## config.mk

```make
export PLATFORM = sky130hd
export DESIGN_NAME = cfg_gpio_port
export DESIGN_NICKNAME = d
export VERILOG_FILES = /design/src/rtl/cgp_pkg.sv /design/src/rtl/cgp_sync.sv /design/src/rtl/cgp_pulse_lane.sv /design/src/rtl/cgp_snapshot.sv /design/src/rtl/cfg_gpio_port.sv
export SDC_FILE = /design/constraint.sdc
export NUM_CORES = 1
export LEC_CHECK = 0
export BUFFER_PORTS_ARGS = -buffer_cell sky130_fd_sc_hd__buf_2
export CELL_PAD_IN_SITES_DETAIL_PLACEMENT = 1
export CELL_PAD_IN_SITES_GLOBAL_PLACEMENT = 2
export CORE_MARGIN = 2
export CORE_UTILIZATION = 35
export CTS_CLUSTER_DIAMETER = 50
export DETAILED_ROUTE_END_ITERATION = 12
export PLACE_DENSITY_LB_ADDON = 0.05
export SLEW_MARGIN = 20
export SYNTH_ARGS = -nofsm -noshare
export SYNTH_HDL_FRONTEND = slang
export SYNTH_SLANG_ARGS = --single-unit
```

## constraint.sdc

```tcl
create_clock -name clk -period 1.6 [get_ports clk]
set_clock_uncertainty 0.05 [all_clocks]
set_input_delay 0.32 -clock clk [delete_from_list [all_inputs] [get_ports clk]]
set_output_delay 0.32 -clock clk [all_outputs]
set_load 0.005 [all_outputs]
```

## src/rtl/cgp_pkg.sv

```systemverilog
package cgp_pkg;

  localparam int ADDR_W = 3;

  typedef enum logic [ADDR_W-1:0] {
    A_VIEW  = 3'd0,
    A_DATA  = 3'd1,
    A_POL   = 3'd2,
    A_DIR   = 3'd3,
    A_STYLE = 3'd4,
    A_SNAP  = 3'd5,
    A_MODE  = 3'd6
  } cgp_addr_e;

  localparam int MODE_W        = 2;
  localparam int MODE_CFG_BIT  = 0;
  localparam int MODE_SNAP_BIT = 1;

  // value seen through the polarity stage, both directions
  function automatic logic pol_apply(input logic val, input logic inv);
    return val ^ inv;
  endfunction

  // pad value for one pin: undriven pins stay low
  function automatic logic pad_value(input logic data, input logic inv, input logic is_in);
    return is_in ? 1'b0 : pol_apply(data, inv);
  endfunction

endpackage

```

## src/rtl/cgp_sync.sv

```systemverilog
module cgp_sync #(
  parameter int          W       = 8,
  parameter int          STAGES  = 2,
  parameter logic [W-1:0] RST_VAL = '0
) (
  input  logic         clk,
  input  logic         rst_n,
  input  logic [W-1:0] d,
  output logic [W-1:0] q
);

  logic [W-1:0] stg [STAGES];

  always_ff @(posedge clk or negedge rst_n) begin
    if (!rst_n) begin
      for (int i = 0; i < STAGES; i++) stg[i] <= RST_VAL;
    end else begin
      stg[0] <= d;
      for (int i = 1; i < STAGES; i++) stg[i] <= stg[i-1];
    end
  end

  assign q = stg[STAGES-1];

endmodule

```

## src/rtl/cgp_pulse_lane.sv

```systemverilog
module cgp_pulse_lane #(
  parameter int PULSE_CYCLES = 16
) (
  input  logic clk,
  input  logic rst_n,
  input  logic cfg_clr,
  input  logic wr_hit,
  input  logic wr_bit,
  input  logic style,
  output logic data_q,
  output logic pulse_end
);

  localparam int             CW   = $clog2(PULSE_CYCLES + 1);
  localparam logic [CW-1:0]  LOAD = CW'(PULSE_CYCLES);
  localparam logic [CW-1:0]  ONE  = CW'(1);

  logic [CW-1:0] cnt;

  assign pulse_end = style && !cfg_clr && !wr_hit && (cnt == ONE);

  always_ff @(posedge clk or negedge rst_n) begin
    if (!rst_n) begin
      data_q <= 1'b0;
      cnt    <= '0;
    end else if (cfg_clr) begin
      data_q <= 1'b0;
      cnt    <= '0;
    end else if (wr_hit) begin
      data_q <= wr_bit;
      cnt    <= (style && wr_bit) ? LOAD : '0;
    end else if (!style) begin
      cnt <= '0;
    end else if (cnt != '0) begin
      cnt <= cnt - ONE;
      if (cnt == ONE) data_q <= 1'b0;
    end
  end

endmodule

```

## src/rtl/cgp_snapshot.sv

```systemverilog
module cgp_snapshot #(
  parameter int W           = 8,
  parameter int SYNC_STAGES = 2
) (
  input  logic         clk,
  input  logic         por_n,
  input  logic         ext_low,
  input  logic         snap_on_ext,
  input  logic [W-1:0] pins_s,
  output logic         capture,
  output logic [W-1:0] snap_q
);

  localparam int            WIN = SYNC_STAGES + 1;
  localparam int            CW  = $clog2(WIN + 1);
  localparam logic [CW-1:0] WIN_LOAD = CW'(WIN);

  logic [CW-1:0] win_cnt;

  // window covers the cycles needed for real pin values to reach pins_s
  assign capture = (win_cnt != '0) || (ext_low && snap_on_ext);

  always_ff @(posedge clk or negedge por_n) begin
    if (!por_n)              win_cnt <= WIN_LOAD;
    else if (win_cnt != '0)  win_cnt <= win_cnt - CW'(1);
  end

  always_ff @(posedge clk or negedge por_n) begin
    if (!por_n)       snap_q <= '0;
    else if (capture) snap_q <= pins_s;
  end

endmodule

```

## src/rtl/cfg_gpio_port.sv

```systemverilog
module cfg_gpio_port
  import cgp_pkg::*;
#(
  parameter int             WIDTH        = 8,
  parameter int             SYNC_STAGES  = 2,
  parameter int             PULSE_CYCLES = 16,
  parameter logic [WIDTH-1:0] POL_RST    = 8'hF0
) (
  input  logic              clk,
  input  logic              por_n,
  input  logic              ext_rst_n,
  input  logic [ADDR_W-1:0] bus_addr,
  input  logic [WIDTH-1:0]  bus_wdata,
  input  logic              bus_wr,
  input  logic              bus_rd,
  output logic [WIDTH-1:0]  bus_rdata,
  input  logic [WIDTH-1:0]  pin_in,
  output logic [WIDTH-1:0]  pin_oe,
  output logic [WIDTH-1:0]  pin_out
);

  localparam logic [WIDTH-1:0] DIR_RST = '1;

  logic [WIDTH-1:0]  pol_q, dir_q, style_q, data_q, snap_q, pins_s, view;
  logic [WIDTH-1:0]  pulse_end;
  logic [MODE_W-1:0] mode_q;
  logic              ext_sync, ext_low, cfg_clr, snap_capture;
  logic              wr_data, wr_pol, wr_dir, wr_style, wr_mode;

  // pad and reset-pin synchronizers
  cgp_sync #(.W(WIDTH), .STAGES(SYNC_STAGES), .RST_VAL('0)) u_pin_sync (
    .clk(clk), .rst_n(por_n), .d(pin_in), .q(pins_s));

  cgp_sync #(.W(1), .STAGES(SYNC_STAGES), .RST_VAL(1'b1)) u_rst_sync (
    .clk(clk), .rst_n(por_n), .d(ext_rst_n), .q(ext_sync));

  assign ext_low = !ext_sync;
  assign cfg_clr = ext_low && mode_q[MODE_CFG_BIT];

  // write decode
  assign wr_data  = bus_wr && (bus_addr == A_DATA);
  assign wr_pol   = bus_wr && (bus_addr == A_POL);
  assign wr_dir   = bus_wr && (bus_addr == A_DIR);
  assign wr_style = bus_wr && (bus_addr == A_STYLE);
  assign wr_mode  = bus_wr && (bus_addr == A_MODE);

  // configuration registers
  always_ff @(posedge clk or negedge por_n) begin
    if (!por_n) begin
      pol_q   <= POL_RST;
      dir_q   <= DIR_RST;
      style_q <= '0;
    end else if (cfg_clr) begin
      pol_q   <= POL_RST;
      dir_q   <= DIR_RST;
      style_q <= '0;
    end else begin
      if (wr_pol)   pol_q   <= bus_wdata;
      if (wr_dir)   dir_q   <= bus_wdata;
      if (wr_style) style_q <= bus_wdata;
    end
  end

  always_ff @(posedge clk or negedge por_n) begin
    if (!por_n)       mode_q <= '0;
    else if (wr_mode) mode_q <= bus_wdata[MODE_W-1:0];
  end

  // per-pin data flop with pulse timer, and pad drive
  for (genvar g = 0; g < WIDTH; g++) begin : g_lane
    cgp_pulse_lane #(.PULSE_CYCLES(PULSE_CYCLES)) u_lane (
      .clk      (clk),
      .rst_n    (por_n),
      .cfg_clr  (cfg_clr),
      .wr_hit   (wr_data),
      .wr_bit   (bus_wdata[g]),
      .style    (style_q[g]),
      .data_q   (data_q[g]),
      .pulse_end(pulse_end[g]));

    assign pin_oe[g]  = !dir_q[g];
    assign pin_out[g] = pad_value(data_q[g], pol_q[g], dir_q[g]);
    assign view[g]    = pol_apply(pins_s[g], pol_q[g]);
  end

  cgp_snapshot #(.W(WIDTH), .SYNC_STAGES(SYNC_STAGES)) u_snap (
    .clk        (clk),
    .por_n      (por_n),
    .ext_low    (ext_low),
    .snap_on_ext(mode_q[MODE_SNAP_BIT]),
    .pins_s     (pins_s),
    .capture    (snap_capture),
    .snap_q     (snap_q));

  // registered read port
  always_ff @(posedge clk or negedge por_n) begin
    if (!por_n) begin
      bus_rdata <= '0;
    end else if (bus_rd) begin
      case (bus_addr)
        A_VIEW:  bus_rdata <= view;
        A_DATA:  bus_rdata <= data_q;
        A_POL:   bus_rdata <= pol_q;
        A_DIR:   bus_rdata <= dir_q;
        A_STYLE: bus_rdata <= style_q;
        A_SNAP:  bus_rdata <= snap_q;
        A_MODE:  bus_rdata <= WIDTH'(mode_q);
        default: bus_rdata <= '0;
      endcase
    end
  end

endmodule

```

==> qor.tcl <==
set qor(filler_cell_count) 1706
set qor(finish.net_count) 680
set qor(cts_made_buffers) 9
set qor(fp.dieArea_um2) 16500
set qor(dieHeight_um) 128
set qor(ys_seq_elements) 110
set qor(cts.sinks) 110
set qor(hold_path_startpoint) {pin_in[6]}
set qor(final_cell_area_um2) 6780
set qor(worst_setup_path_start_kind) {flip-flop}
set qor(postSynth.asyncResetShare) 1.00
set qor(grt_first_pass_wirelength_um) 24200
set qor(cts_max_path_buffers) 2
set qor(synth_edf_count) 0
set qor(grt-ovfl-total) 0
set qor(maxCapViolations) 0
set qor(max_clock_freq_mhz) 617
set qor(firstDrtPassIters) 4
set qor(drv_slew) 0
set qor(clock_power_share) 0.364
set qor(die_w_um) 128
set qor(syn2layout_area_growth_pct) 25.2
set qor(synth_top_cell_by_area) {dfrtp_1}
set qor(register_area_um2) 2780
set qor(worst_ir_drop_vdd_mv) 0.927
set qor(cts.htree.levels) 3
set qor(timing.max_slew.rel_slack) 0.689
set qor(critPathCapture) {g_lane[7].u_lane.cnt[0]$_DFFE_PN0P_}
set qor(rsz0062_at_grt) {true}
set qor(detailedRoute.firstIterationViolations) 141
set qor(fin_crit_sh) 1.01
set qor(drive_above_1_share) 0.262
set qor(run_status) {complete, but fails checks}
set qor(synth_area_per_cell_um2) 10.2
set qor(pin_count_of_the_biggest_net_entering_global_routing) 48
set qor(regToRegSetupSlack_ns) -0.02
set qor(post_dp_cell_area_um2) 6170
set qor(finalWirelength_um) 15000
set qor(post_synth_instance_area_um2) 5420
set qor(cts-root-buf) {clkbuf_16}
set qor(internal_power_w) 0.00521
set qor(power_leakage_nw) 3.07
set qor(synth_area_leaders) {dfrtp_1 (43%), dfstp_2 (7.8%), nand2_1 (4.4%)}
set qor(yosys_warnings) 0
set qor(start_util) 0.358
set qor(timing.final.setup_violations) 1
set qor(violations_in_the_final_reports) {setup timing}
set qor(clkLatencyLatePin_ns) 0.36
set qor(floorplan.core_area_um2) 15100
set qor(path_class) {flip-flop to flip-flop}
set qor(vias_per_cell) 5.09
set qor(utilization) 0.448
set qor(clkSlewWorstSetupHoldPaths_ns) 0.07
set qor(synth.net_count) 571
set qor(postLayoutSetupSlackWorst_ns) -0.0220
set qor(power.share.sequential) 0.468
set qor(drt-wirelength-per-cell_um) 18.0
set qor(worst-slew-pin-transition_ns) 0.466
set qor(synthCells) 530
set qor(place.port_buffers) 47
set qor(multi_input_comb_area_um2) 2510
set qor(synth_flop_cell) {dfrtp_1}
set qor(crit_path_max_fanout) 4
set qor(layout_min_cycle_time_ns) 1.62
set qor(number_of_antenna_violations_at_the_first_check_in_global_routing) 0
set qor(switching_power_w) 0.00190
set qor(worst_endpoint_required_time_ns) 1.83
set qor(power.share.combinational) 0.167
set qor(hold_class) {input port to flip-flop}
set qor(final_antenna_net_count) 0
set qor(setup.worst_path.end_class) {flip-flop}
set qor(io_pins) 48
set qor(routed-via-count) 4234
set qor(fp-row-count) 45
set qor(post-synth-top-area-fraction) 0.434
set qor(synth.distinct_cells) 64
set qor(p_sw_frac) 0.267
set qor(remaining_drc_errors) 0
set qor(data_arrival_time_of_the_critical_path_ns) 1.86
set qor(p_per_area_nw_per_um2) 1050
set qor(n_antenna_cell) 0
set qor(cts_tree) {built}
set qor(crit-reg2reg-capture) {g_lane[7].u_lane.cnt[0]$_DFFE_PN0P_}
set qor(rr_startpoint) {g_lane[7].u_lane.cnt[1]$_DFFE_PN0P_}
set qor(groute.usage.overall) 0.193
set qor(place.gp.congestion) 0.835
set qor(number_of_global_route_vias_before_repair) 4509
set qor(dp_hpwl_um) 10700
set qor(yosysSeqAreaShare) 0.512
set qor(finalHoldViolations) 0
set qor(timing.critical_path.from) {g_lane[7].u_lane.cnt[1]$_DFFE_PN0P_}
set qor(worst_reg2reg_path_length_in_cells) 6
-- worst max-delay path: stages (launching register included) --
cell and delay, ns:
dfrtp_1 0.39, inv_2 0.08, ha_4 0.13, or3b_4 0.37, or2_4 0.28, xnor2_2 0.14
nor2_1 0.11
-- Yosys cell counts, types with 10 or more instances --
| master | count |
|---|---|
| a21oi_1 | 34 |
| dfrtp_1 | 94 |
| dfstp_2 | 16 |
| ha_1 | 17 |
| inv_1 | 33 |
| mux2_2 | 10 |
| mux2i_1 | 16 |
| nand2_1 | 64 |
| nand3_1 | 14 |
| nor2_1 | 58 |
| nor2b_1 | 13 |
| nor3_1 | 10 |
| o211ai_1 | 10 |
| xnor2_1 | 26 |
-- cells by family (layout without fill, tap and decap cells) --
kind of cell / count (synthesis) / count (layout) / synth area share
XOR/XNOR: 29 / 29 / 0.0469
AO/OA/AOI/OAI: 89 / 89 / 0.112
adder cells (fa/ha/maj): 17 / 17 / 0.0393
AND/OR/NAND/NOR: 199 / 199 / 0.182
flip-flops: 110 / 110 / 0.512
buffers and inverters: 52 / 166 / 0.0416
multiplexers: 34 / 34 / 0.0670
-- power groups by stage --
stage               registers [W]  logic, W  clock network [W]
floorplan                 0.00330  0.000649                  0
global placement          0.00339   0.00109                  0
detailed placement        0.00340   0.00111                  0
CTS                       0.00334   0.00118            0.00269
global route              0.00337   0.00133            0.00279
finish                    0.00333   0.00119            0.00259
-- cell type report --
class,instances,area share
Clock buffer,11,0.0343
Clock inverter,5,0.0159
Inverter,34,0.0188
Multi-Input combinational cell,368,0.370
Sequential cell,110,0.409
Tap cell,188,0.0347
Timing Repair Buffer,116,0.117
-- flip-flops by register name, indices dropped and copies added, names as in the netlist --
signal and count:
u_rst_sync.q 1, dir_q 8, u_rst_sync.stg 1, u_snap.win_cnt 2, g_lane.u_lane.data_q 8, mode_q 2
pol_q 8, bus_rdata 8, style_q 8, u_pin_sync.q 8, g_lane.u_lane.cnt 40, u_snap.snap_q 8
u_pin_sync.stg 8
-- cell usage in the layout (no fill, tap or decap), drive strengths merged, types with 6 or more instances in the layout --
| cell | instances |
|---|---|
| buf | 107 |
| nand2b | 6 |
| o211ai | 10 |
| nor2b | 13 |
| clkbuf | 11 |
| ha | 17 |
| nand2 | 64 |
| nor2 | 59 |
| dlygate4sd3 | 9 |
| mux2 | 18 |
| a211oi | 8 |
| a21oi | 34 |
| xnor2 | 26 |
| dfstp | 16 |
| nor3 | 10 |
| inv | 33 |
| mux2i | 16 |
| dfrtp | 94 |
| nand3 | 14 |
| o21ai | 6 |
-- metal layers --
| layer | part of all wire | wire [µm] | up-vias | GRT usage |
|---|---|---|---|---|
| li1 | - | - | 2037 | - |
| met5 | 0 | 0 | - | 0 |
| met3 | 0.031 | 471 | 10 | 0.0486 |
| met1 | 0.49 | 7260 | 2131 | 0.260 |
| met4 | 0.0098 | 147 | 0 | 0.0427 |
| met2 | 0.47 | 7080 | 56 | 0.317 |
-- per-stage QoR --
stage / setup slack [ns] / hold slack, ns / std cells / power [W] / TNS [ns]
after floorplan: 0.00657 / -0.0256 / 530 / 0.00395 / 0
after global placement: -0.0999 / 0.275 / 795 / 0.00448 / -0.897
after detailed placement: -0.126 / 0.283 / 795 / 0.00451 / -2.87
after CTS: -0.0399 / 0.00591 / 827 / 0.00721 / -0.0960
after global routing: -0.0838 / 0.00668 / 832 / 0.00749 / -0.380
final: -0.0220 / 0.0184 / 832 / 0.00711 / -0.0220
-- worst min path at each step --
stage                                               end  cells past startpoint  slack, ns
floorplan                      bus_rdata[0]$_DFFE_PN0P_                      0      -0.03
global placement    g_lane[2].u_lane.cnt[3]$_DFFE_PN0P_                      2       0.28
detailed placement  g_lane[2].u_lane.cnt[3]$_DFFE_PN0P_                      2       0.28
CTS                        u_pin_sync.stg[14]$_DFF_PN0_                      1      0.006
global route               u_pin_sync.stg[14]$_DFF_PN0_                      1      0.007
finish                     u_pin_sync.stg[14]$_DFF_PN0_                      1       0.02
-- what timing repair did --
item	CTS	global route
endpoints found under the hold margin	74	1
endpoints found under the setup margin	7	23
setup buffers	8	4
pin swaps	5	6
hold buffers	8	1
resized for setup	7	14
Note: power is estimated with default switching activity, not from simulation.
